===== src/rtl/csum_pkg.sv =====
package csum_pkg;

   // Register word map; decode order is the behaviour of the bus.
   typedef enum logic [2:0] {
      A_CSET  = 3'd0,
      A_CCLR  = 3'd1,
      A_SUM   = 3'd2,
      A_SWP   = 3'd3,
      A_INV   = 3'd4,
      A_FEED4 = 3'd5,
      A_FEED2 = 3'd6,
      A_FEED1 = 3'd7
   } csum_addr_e;

   localparam int MAP_AW    = 3;

   // Control bit positions.
   localparam int B_ONES    = 12;
   localparam int B_EXPOSE  = 11;
   localparam int B_HIGH    = 10;
   localparam int B_SWAP    = 9;
   localparam int B_INVERT  = 8;
   localparam int B_RESTART = 0;

endpackage


===== src/rtl/csum_ctrl_reg.sv =====
module csum_ctrl_reg
   import csum_pkg::*;
#(
   parameter int CTRL_W = 13
) (
   input  logic              clk,
   input  logic              rst_n,
   input  logic              set_we,
   input  logic              clr_we,
   input  logic [CTRL_W-1:0] wbits,
   output logic [CTRL_W-1:0] ctrl_q,
   output logic              restart,
   output logic              ones_nxt
);

   localparam logic [CTRL_W-1:0] KEEP_MASK =
      ~((CTRL_W'(1) << B_EXPOSE) | (CTRL_W'(1) << B_RESTART));

   generate
      if (CTRL_W <= B_ONES) begin : g_bad_w
         $error("csum_ctrl_reg: CTRL_W too small for control bits");
      end
   endgenerate

   logic [CTRL_W-1:0] ctrl_d;

   assign restart = set_we && wbits[B_RESTART];

   always_comb begin
      ctrl_d = ctrl_q;
      if (set_we) begin
         ctrl_d = ctrl_q | wbits;
      end else if (clr_we) begin
         ctrl_d = ctrl_q & ~wbits;
      end
      if (restart) begin
         ctrl_d[B_EXPOSE] = 1'b0;
      end
      ctrl_d[B_RESTART] = 1'b0;
   end

   assign ones_nxt = ctrl_d[B_ONES];

   always_ff @(posedge clk or negedge rst_n) begin
      if (!rst_n) begin
         ctrl_q <= '0;
      end else begin
         ctrl_q <= ctrl_d;
      end
   end

   assert_set_bits_R1: assert property (@(posedge clk) disable iff (!rst_n)
      set_we |=> ((ctrl_q & $past(wbits) & KEEP_MASK) == ($past(wbits) & KEEP_MASK)));

   assert_clr_bits_R1: assert property (@(posedge clk) disable iff (!rst_n)
      (clr_we && !set_we) |=> ((ctrl_q & $past(wbits)) == '0));

   assert_hold_idle_R1: assert property (@(posedge clk) disable iff (!rst_n)
      (!set_we && !clr_we) |=> $stable(ctrl_q));

   assert_expose_drop_R3: assert property (@(posedge clk) disable iff (!rst_n)
      restart |=> (!ctrl_q[B_EXPOSE] && !ctrl_q[B_RESTART]));

endmodule


===== src/rtl/csum_accum.sv =====
module csum_accum #(
   parameter int SUM_W = 16,
   parameter int BUS_W = 32
) (
   input  logic             clk,
   input  logic             rst_n,
   input  logic             restart,
   input  logic             clr_ones,
   input  logic             load_we,
   input  logic [SUM_W-1:0] load_val,
   input  logic             load_align_en,
   input  logic             load_align,
   input  logic             feed_full,
   input  logic             feed_half,
   input  logic             feed_byte,
   input  logic [BUS_W-1:0] fdata,
   output logic [SUM_W-1:0] sum_q,
   output logic             align_q
);

   localparam int NLANE  = BUS_W / SUM_W;
   localparam int NBYTES = SUM_W / 8;

   generate
      if (SUM_W != 16) begin : g_bad_sum
         $error("csum_accum: two-state alignment needs SUM_W of 16");
      end
      if (BUS_W % SUM_W != 0) begin : g_bad_bus
         $error("csum_accum: BUS_W must be a multiple of SUM_W");
      end
   endgenerate

   function automatic logic [SUM_W-1:0] bswap(input logic [SUM_W-1:0] x);
      logic [SUM_W-1:0] r;
      for (int i = 0; i < NBYTES; i++) begin
         r[8*i +: 8] = x[SUM_W-8-8*i +: 8];
      end
      return r;
   endfunction

   function automatic logic [SUM_W-1:0] oc_add(input logic [SUM_W-1:0] a,
                                                input logic [SUM_W-1:0] b);
      logic [SUM_W:0] s;
      s = {1'b0, a} + {1'b0, b};
      return s[SUM_W-1:0] + {{(SUM_W-1){1'b0}}, s[SUM_W]};
   endfunction

   // Lane chain for the full-width feed: most significant lane first.
   logic [SUM_W-1:0] chain [NLANE+1];
   assign chain[0] = sum_q;

   genvar g;
   generate
      for (g = 0; g < NLANE; g++) begin : g_lane
         logic [SUM_W-1:0] word;
         assign word = fdata[BUS_W-1-g*SUM_W -: SUM_W];
         assign chain[g+1] = oc_add(chain[g], align_q ? bswap(word) : word);
      end
   endgenerate

   logic [SUM_W-1:0] half_w, byte_w, half_sum, byte_sum;
   assign half_w   = fdata[SUM_W-1:0];
   assign byte_w   = {fdata[7:0], {(SUM_W-8){1'b0}}};
   assign half_sum = oc_add(sum_q, align_q ? bswap(half_w) : half_w);
   assign byte_sum = oc_add(sum_q, align_q ? bswap(byte_w) : byte_w);

   always_ff @(posedge clk or negedge rst_n) begin
      if (!rst_n) begin
         sum_q   <= '0;
         align_q <= 1'b0;
      end else if (restart) begin
         sum_q   <= {SUM_W{clr_ones}};
         align_q <= 1'b0;
      end else if (load_we) begin
         sum_q <= load_val;
         if (load_align_en) begin
            align_q <= load_align;
         end
      end else if (feed_full) begin
         sum_q <= chain[NLANE];
      end else if (feed_half) begin
         sum_q <= half_sum;
      end else if (feed_byte) begin
         sum_q   <= byte_sum;
         align_q <= ~align_q;
      end
   end

   assert_restart_value_R2: assert property (@(posedge clk) disable iff (!rst_n)
      restart |=> (sum_q == {SUM_W{$past(clr_ones)}} && !align_q));

   assert_hidden_align_R4: assert property (@(posedge clk) disable iff (!rst_n)
      (load_we && !restart && !load_align_en) |=> $stable(align_q));

   assert_wide_keeps_align_R9: assert property (@(posedge clk) disable iff (!rst_n)
      ((feed_full || feed_half) && !restart && !load_we) |=> $stable(align_q));

   assert_byte_toggles_R11: assert property (@(posedge clk) disable iff (!rst_n)
      (feed_byte && !restart && !load_we && !feed_full && !feed_half)
         |=> (align_q != $past(align_q)));

   assert_idle_hold_R8: assert property (@(posedge clk) disable iff (!rst_n)
      !(restart || load_we || feed_full || feed_half || feed_byte)
         |=> ($stable(sum_q) && $stable(align_q)));

endmodule


===== src/rtl/csum_rdfmt.sv =====
module csum_rdfmt
   import csum_pkg::*;
#(
   parameter int SUM_W     = 16,
   parameter int BUS_W     = 32,
   parameter int CTRL_W    = 13,
   parameter bit REG_RDATA = 1'b1
) (
   input  logic              clk,
   input  logic              rst_n,
   input  logic              rd_en,
   input  logic              rd_hit,
   input  csum_addr_e        rd_sel,
   input  logic [CTRL_W-1:0] ctrl_q,
   input  logic [SUM_W-1:0]  sum_q,
   input  logic              align_q,
   output logic [BUS_W-1:0]  rdata
);

   localparam int NBYTES = SUM_W / 8;
   localparam int PAD_W  = BUS_W - SUM_W;

   generate
      if (PAD_W < SUM_W) begin : g_bad_bus
         $error("csum_rdfmt: BUS_W must hold two sum halves");
      end
   endgenerate

   function automatic logic [SUM_W-1:0] bswap(input logic [SUM_W-1:0] x);
      logic [SUM_W-1:0] r;
      for (int i = 0; i < NBYTES; i++) begin
         r[8*i +: 8] = x[SUM_W-8-8*i +: 8];
      end
      return r;
   endfunction

   logic [SUM_W-1:0] view;
   logic [BUS_W-1:0] placed, word;

   always_comb begin
      view = sum_q;
      unique case (rd_sel)
         A_SUM: begin
            if (ctrl_q[B_SWAP])   view = bswap(view);
            if (ctrl_q[B_INVERT]) view = ~view;
         end
         A_SWP:   view = bswap(sum_q);
         A_INV:   view = ~sum_q;
         default: view = sum_q;
      endcase

      if (ctrl_q[B_HIGH]) begin
         placed = {view, {PAD_W{1'b0}}};
      end else begin
         placed = {{PAD_W{1'b0}}, view};
      end
      if (ctrl_q[B_EXPOSE]) begin
         if (ctrl_q[B_HIGH]) placed[0]     = align_q;
         else                placed[SUM_W] = align_q;
      end

      word = '0;
      if (rd_hit) begin
         unique case (rd_sel)
            A_CSET, A_CCLR:      word = {{(BUS_W-CTRL_W){1'b0}}, ctrl_q};
            A_SUM, A_SWP, A_INV: word = placed;
            default:             word = '0;
         endcase
      end
   end

   generate
      if (REG_RDATA) begin : g_reg
         always_ff @(posedge clk or negedge rst_n) begin
            if (!rst_n) begin
               rdata <= '0;
            end else if (rd_en) begin
               rdata <= word;
            end
         end

         assert_feed_reads_zero_R12: assert property (@(posedge clk) disable iff (!rst_n)
            (rd_en && (rd_sel == A_FEED4 || rd_sel == A_FEED2 || rd_sel == A_FEED1))
               |=> (rdata == '0));

         assert_rdata_hold_R12: assert property (@(posedge clk) disable iff (!rst_n)
            !rd_en |=> $stable(rdata));

         assert_high_place_R5: assert property (@(posedge clk) disable iff (!rst_n)
            (rd_en && rd_hit && ctrl_q[B_HIGH] &&
             (rd_sel == A_SUM || rd_sel == A_SWP || rd_sel == A_INV))
               |=> (rdata[SUM_W-1:1] == '0));
      end else begin : g_comb
         assign rdata = word;
      end
   endgenerate

endmodule


===== src/rtl/inet_csum_unit.sv =====
module inet_csum_unit
   import csum_pkg::*;
#(
   parameter int ADDR_W    = 3,
   parameter int BUS_W     = 32,
   parameter int SUM_W     = 16,
   parameter int CTRL_W    = 13,
   parameter bit REG_RDATA = 1'b1
) (
   input  logic              clk,
   input  logic              rst_n,
   input  logic              wr_en,
   input  logic              rd_en,
   input  logic [ADDR_W-1:0] addr,
   input  logic [BUS_W-1:0]  wdata,
   output logic [BUS_W-1:0]  rdata
);

   generate
      if (ADDR_W < MAP_AW) begin : g_bad_aw
         $error("inet_csum_unit: ADDR_W too small for the register map");
      end
      if (BUS_W != 2 * SUM_W) begin : g_bad_bus
         $error("inet_csum_unit: BUS_W must be twice SUM_W");
      end
      if (CTRL_W > BUS_W) begin : g_bad_ctrl
         $error("inet_csum_unit: CTRL_W wider than the bus");
      end
   endgenerate

   csum_addr_e sel;
   logic       in_map;

   assign sel    = csum_addr_e'(addr[MAP_AW-1:0]);
   assign in_map = (addr >> MAP_AW) == '0;

   logic wr_hit;
   assign wr_hit = wr_en && in_map;

   logic [CTRL_W-1:0] ctrl_q;
   logic              restart, ones_nxt;
   logic [SUM_W-1:0]  sum_q;
   logic              align_q;

   csum_ctrl_reg #(.CTRL_W(CTRL_W)) u_ctrl (
      .clk      (clk),
      .rst_n    (rst_n),
      .set_we   (wr_hit && sel == A_CSET),
      .clr_we   (wr_hit && sel == A_CCLR),
      .wbits    (wdata[CTRL_W-1:0]),
      .ctrl_q   (ctrl_q),
      .restart  (restart),
      .ones_nxt (ones_nxt)
   );

   csum_accum #(.SUM_W(SUM_W), .BUS_W(BUS_W)) u_accum (
      .clk           (clk),
      .rst_n         (rst_n),
      .restart       (restart),
      .clr_ones      (ones_nxt),
      .load_we       (wr_hit && sel == A_SUM),
      .load_val      (wdata[SUM_W-1:0]),
      .load_align_en (ctrl_q[B_EXPOSE]),
      .load_align    (wdata[SUM_W]),
      .feed_full     (wr_hit && sel == A_FEED4),
      .feed_half     (wr_hit && sel == A_FEED2),
      .feed_byte     (wr_hit && sel == A_FEED1),
      .fdata         (wdata),
      .sum_q         (sum_q),
      .align_q       (align_q)
   );

   csum_rdfmt #(
      .SUM_W     (SUM_W),
      .BUS_W     (BUS_W),
      .CTRL_W    (CTRL_W),
      .REG_RDATA (REG_RDATA)
   ) u_rdfmt (
      .clk     (clk),
      .rst_n   (rst_n),
      .rd_en   (rd_en),
      .rd_hit  (in_map),
      .rd_sel  (sel),
      .ctrl_q  (ctrl_q),
      .sum_q   (sum_q),
      .align_q (align_q),
      .rdata   (rdata)
   );

   assert_alias_write_ignored_R8: assert property (@(posedge clk) disable iff (!rst_n)
      (wr_hit && (sel == A_SWP || sel == A_INV)) |=> ($stable(sum_q) && $stable(align_q)));

endmodule


===== config.mk =====
export PLATFORM = sky130hd
export DESIGN_NAME = inet_csum_unit
export DESIGN_NICKNAME = d
export VERILOG_FILES = /design/src/rtl/csum_pkg.sv /design/src/rtl/csum_ctrl_reg.sv /design/src/rtl/csum_accum.sv /design/src/rtl/csum_rdfmt.sv /design/src/rtl/inet_csum_unit.sv
export SDC_FILE = /design/constraint.sdc
export NUM_CORES = 1
export LEC_CHECK = 0
export BUFFER_PORTS_ARGS = -buffer_cell sky130_fd_sc_hd__buf_2
export CORE_MARGIN = 4
export CORE_UTILIZATION = 45
export DETAILED_ROUTE_END_ITERATION = 7
export GPL_TIMING_DRIVEN = 0
export PLACE_DENSITY = 0.63
export SYNTH_ARGS = -nofsm -noshare
export SYNTH_HDL_FRONTEND = slang
export SYNTH_HIERARCHICAL = 1
export SYNTH_SLANG_ARGS = --single-unit

===== constraint.sdc =====
create_clock -name clk -period 7.6 [get_ports clk]
set_clock_uncertainty 0.15 [all_clocks]
set_input_delay 1.14 -clock clk [delete_from_list [all_inputs] [get_ports clk]]
set_output_delay 1.14 -clock clk [all_outputs]
set_load 0.02 [all_outputs]

==> results.md <==
- Outcome: finished, violations left
- Failing checks: setup timing
- Pin count of the biggest net entering global routing: 62
- Iter 0 DRT Violations: between 500 and 600
- Root Buffer: clkbuf_16
- Final Cell Area: 0.009814 sq mm
- Port buffer count: 70
- DIE WIDTH: 144.6 um
- Place WS: -978.0 ps
- RSZ-0062 raised after global routing: true
- F_max: about 130 MHz
- Setup violators final: 2
- Final ANT Viol Nets: 0
- Hold-fix buffers at CTS: 0
- RD Place Congestion: roughly 0.94
- RR Startpoint: u_accum/align_q
- H-tree depth: 3
- Clock Latency Late Sink: 340 ps
- Synth unique cells: 100
- Hold Crit Class: reg2reg
- Total Nets Final: 1230
- Pins Over Slew Limit: 0
- Vias in the first global route: 7346
- YS warnings: 6
- Routed WL: 27440 um
- Req. time, crit path: between 7000 and 8000 ps
- Min cycle time layout: approximately 7700 ps
- Area grow syn2layout: 16.95%
- Worst Path Class, Setup: in2reg
- CP Launch Type: primary input
- DP Area: just over 0.009 sq mm
- CTS tree: yes
- Crit path max fanout: 5
- Vias/cell: between 6 and 7
- Post-route DRC: 0
- Reg area: 0.001526 sq mm
- Register area share after synthesis: 18.19%
- CP endpoint kind: register
- Worst-Margin Slew: 806.1 ps
- Hold Crit Depth: 1
- R2R depth: 36
- Fin crit share: 101.0%
- Synth area leaders: dfrtp_1, ha_1, xnor2_1, xor2_1, nor2_1
- Synth area leader: dfrtp_1
- Final worst slack: -77.22 ps
- Post-Syn Area: around 0.0084 sq mm
- CTS Sinks: 61
- Hpwl dp: ~21000 um
- Slowest-stage cell, CP: or3_4
- Share of post-route cells with drive strength above 1: approximately 22%
- Worst reg-to-reg setup slack: -40 ps
- Register bit count reported by yosys: 61
- Die height: 144.6 um
- Crit path depth: 36
- Overflow after GRT: 0
- Crit path DAT: a little under 8000 ps
- Max_cap viols: 0
- Dominant synthesized flop cell: dfrtp_1
- Core Footprint: ~0.018 sq mm
- Row count: just under 50
- First-pass GRT wire length: approximately 41000 um
- Antenna violations before repair: 0
- WP buf/inv: 1
- Ys async rst share: between 90% and 100%
- Reg-to-Reg End: u_accum/sum_q[12]
- Drt wl/cell: ~20 um
- Mapped Avg Cell Area: between 8 and 9 sq um
- Fill count: approximately 1800
- Die ar.: ~0.021 sq mm
- Clock slew at reported path FFs: roughly 60 ps
- Top-count cell post-synth: nor2_1
- Initial Util: between 40% and 50%
- Multi-input combinational cell area: 0.006714 sq mm
- Via count: between 8000 and 9000
- Post-Syn Instances: a little over 1000
- Share of the synthesized area in the top cell type: a little under a fifth
- Global Route Usage Sum: around 26%
- Final hold vios: 0
- Crit path max-delay family: simple AND/OR/NAND/NOR gates
- Clock buffer depth: 2
- Hold Path End: u_ctrl/ctrl_q[7]
- Router iterations before antenna repair: 5
- Largest stage delay on the critical path: around 460 ps
- # IOs: 71
- Max-slew headroom: ~46%
- TNS Setup: -114.3 ps
- EDFF count, synth: 0
- Diode count: 0
- Worst hold start: u_ctrl/ctrl_q[7]
- Post-synth top cells: nor2_1, xnor2_1, ha_1, a21oi_1, dfrtp_1
- WHS: 351.3 ps
- Clock buffer count from CTS: 9
[registers in the layout, indices dropped and copies added (netlist names)]
register,cells
u_accum/align_q,1
u_accum/sum_q,16
u_ctrl/ctrl_q,12
u_rdfmt/rdata,32
[cells in the final DEF (no fill, tap or decap), types with 19 or more instances in the layout]
cell type,instances
inv_1,40
xor2_1,36
o22ai_1,29
ha_1,66
dfrtp_1,61
mux2_2,23
nand2_1,51
nor3_1,20
buf_4,28
nor2_1,86
o21ai_0,29
nor2b_1,26
a21oi_1,60
buf_2,75
a21o_1,40
mux2i_1,20
nand3_1,19
xnor2_1,72
[worst register-to-register path, delay by kind of cell, from the launching register on]
kind                     cells  cell delay, ps
XOR/XNOR                     1              70
AO/OA/AOI/OAI               11            1780
AND/OR/NAND/NOR             16            3100
flip-flops                   1             500
buffers and inverters        1             300
adder cells (fa/ha/maj)      6            1310
multiplexers                 1             340
[worst max path at each step]
stage	slack (ps)	to	from
3_3_place_gp	-930	u_accum/sum_q[15]	wdata[16]
2_1_floorplan	0.04	u_accum/sum_q[12]	wdata[24]
4_1_cts	-70	u_accum/sum_q[10]	wdata[16]
5_1_grt	-340	u_accum/sum_q[12]	wdata[16]
3_5_place_dp	-980	u_accum/sum_q[15]	wdata[16]
6_report	-80	u_accum/sum_q[12]	wdata[16]
[layer usage]
| layer | track usage [%] | routed length [um] |
|---|---|---|
| met3 | 3.009 | 1661 |
| met2 | 39.31 | 12190 |
| met1 | 37.43 | 12870 |
| met4 | 7.757 | 729 |
| met5 | 0 | 0 |
[through the flow]
step	instances	utilization [%]
3_5_place_dp	1312	50.23
2_1_floorplan	1013	-
5_1_grt	1349	54.08
6_report	1349	54.08
3_3_place_gp	1312	50.21
4_1_cts	1343	53.36
[logic make-up (layout without fill, tap and decap cells)]
family	count (synthesis)	after routing	share of synthesized area, %
xor gates and xnor gates	113	113	11.96
muxes	44	44	5.606
AOI/OAI and AO/OA	323	323	27.93
other	2	5	0.08949
buffers and inverters	84	191	5.069
and+or+nand+nor	307	307	19.47
DFF	61	61	18.19
adders and majority gates	76	76	11.69
[what timing repair did]
item	4_1_cts	5_1_grt
pin swaps	29	27
setup endpoints to repair	15	11
endpoints found under the hold margin	0	0
setup buffers	16	6
resized for setup	31	16
[layout make-up]
type,instances,area share [%]
Buffer,43,2.919
Clock buffer,10,2.333
Inverter,40,1.530
Tap cell,229,2.919
Sequential cell,61,15.55
Timing Repair Buffer,92,5.444
Multi-Input combinational cell,868,68.41
Clock inverter,6,0.8924
Power is left out: the tool's default activity adds up to more than one toggle a clock period on the data nets, which glitch-free logic cannot reach.
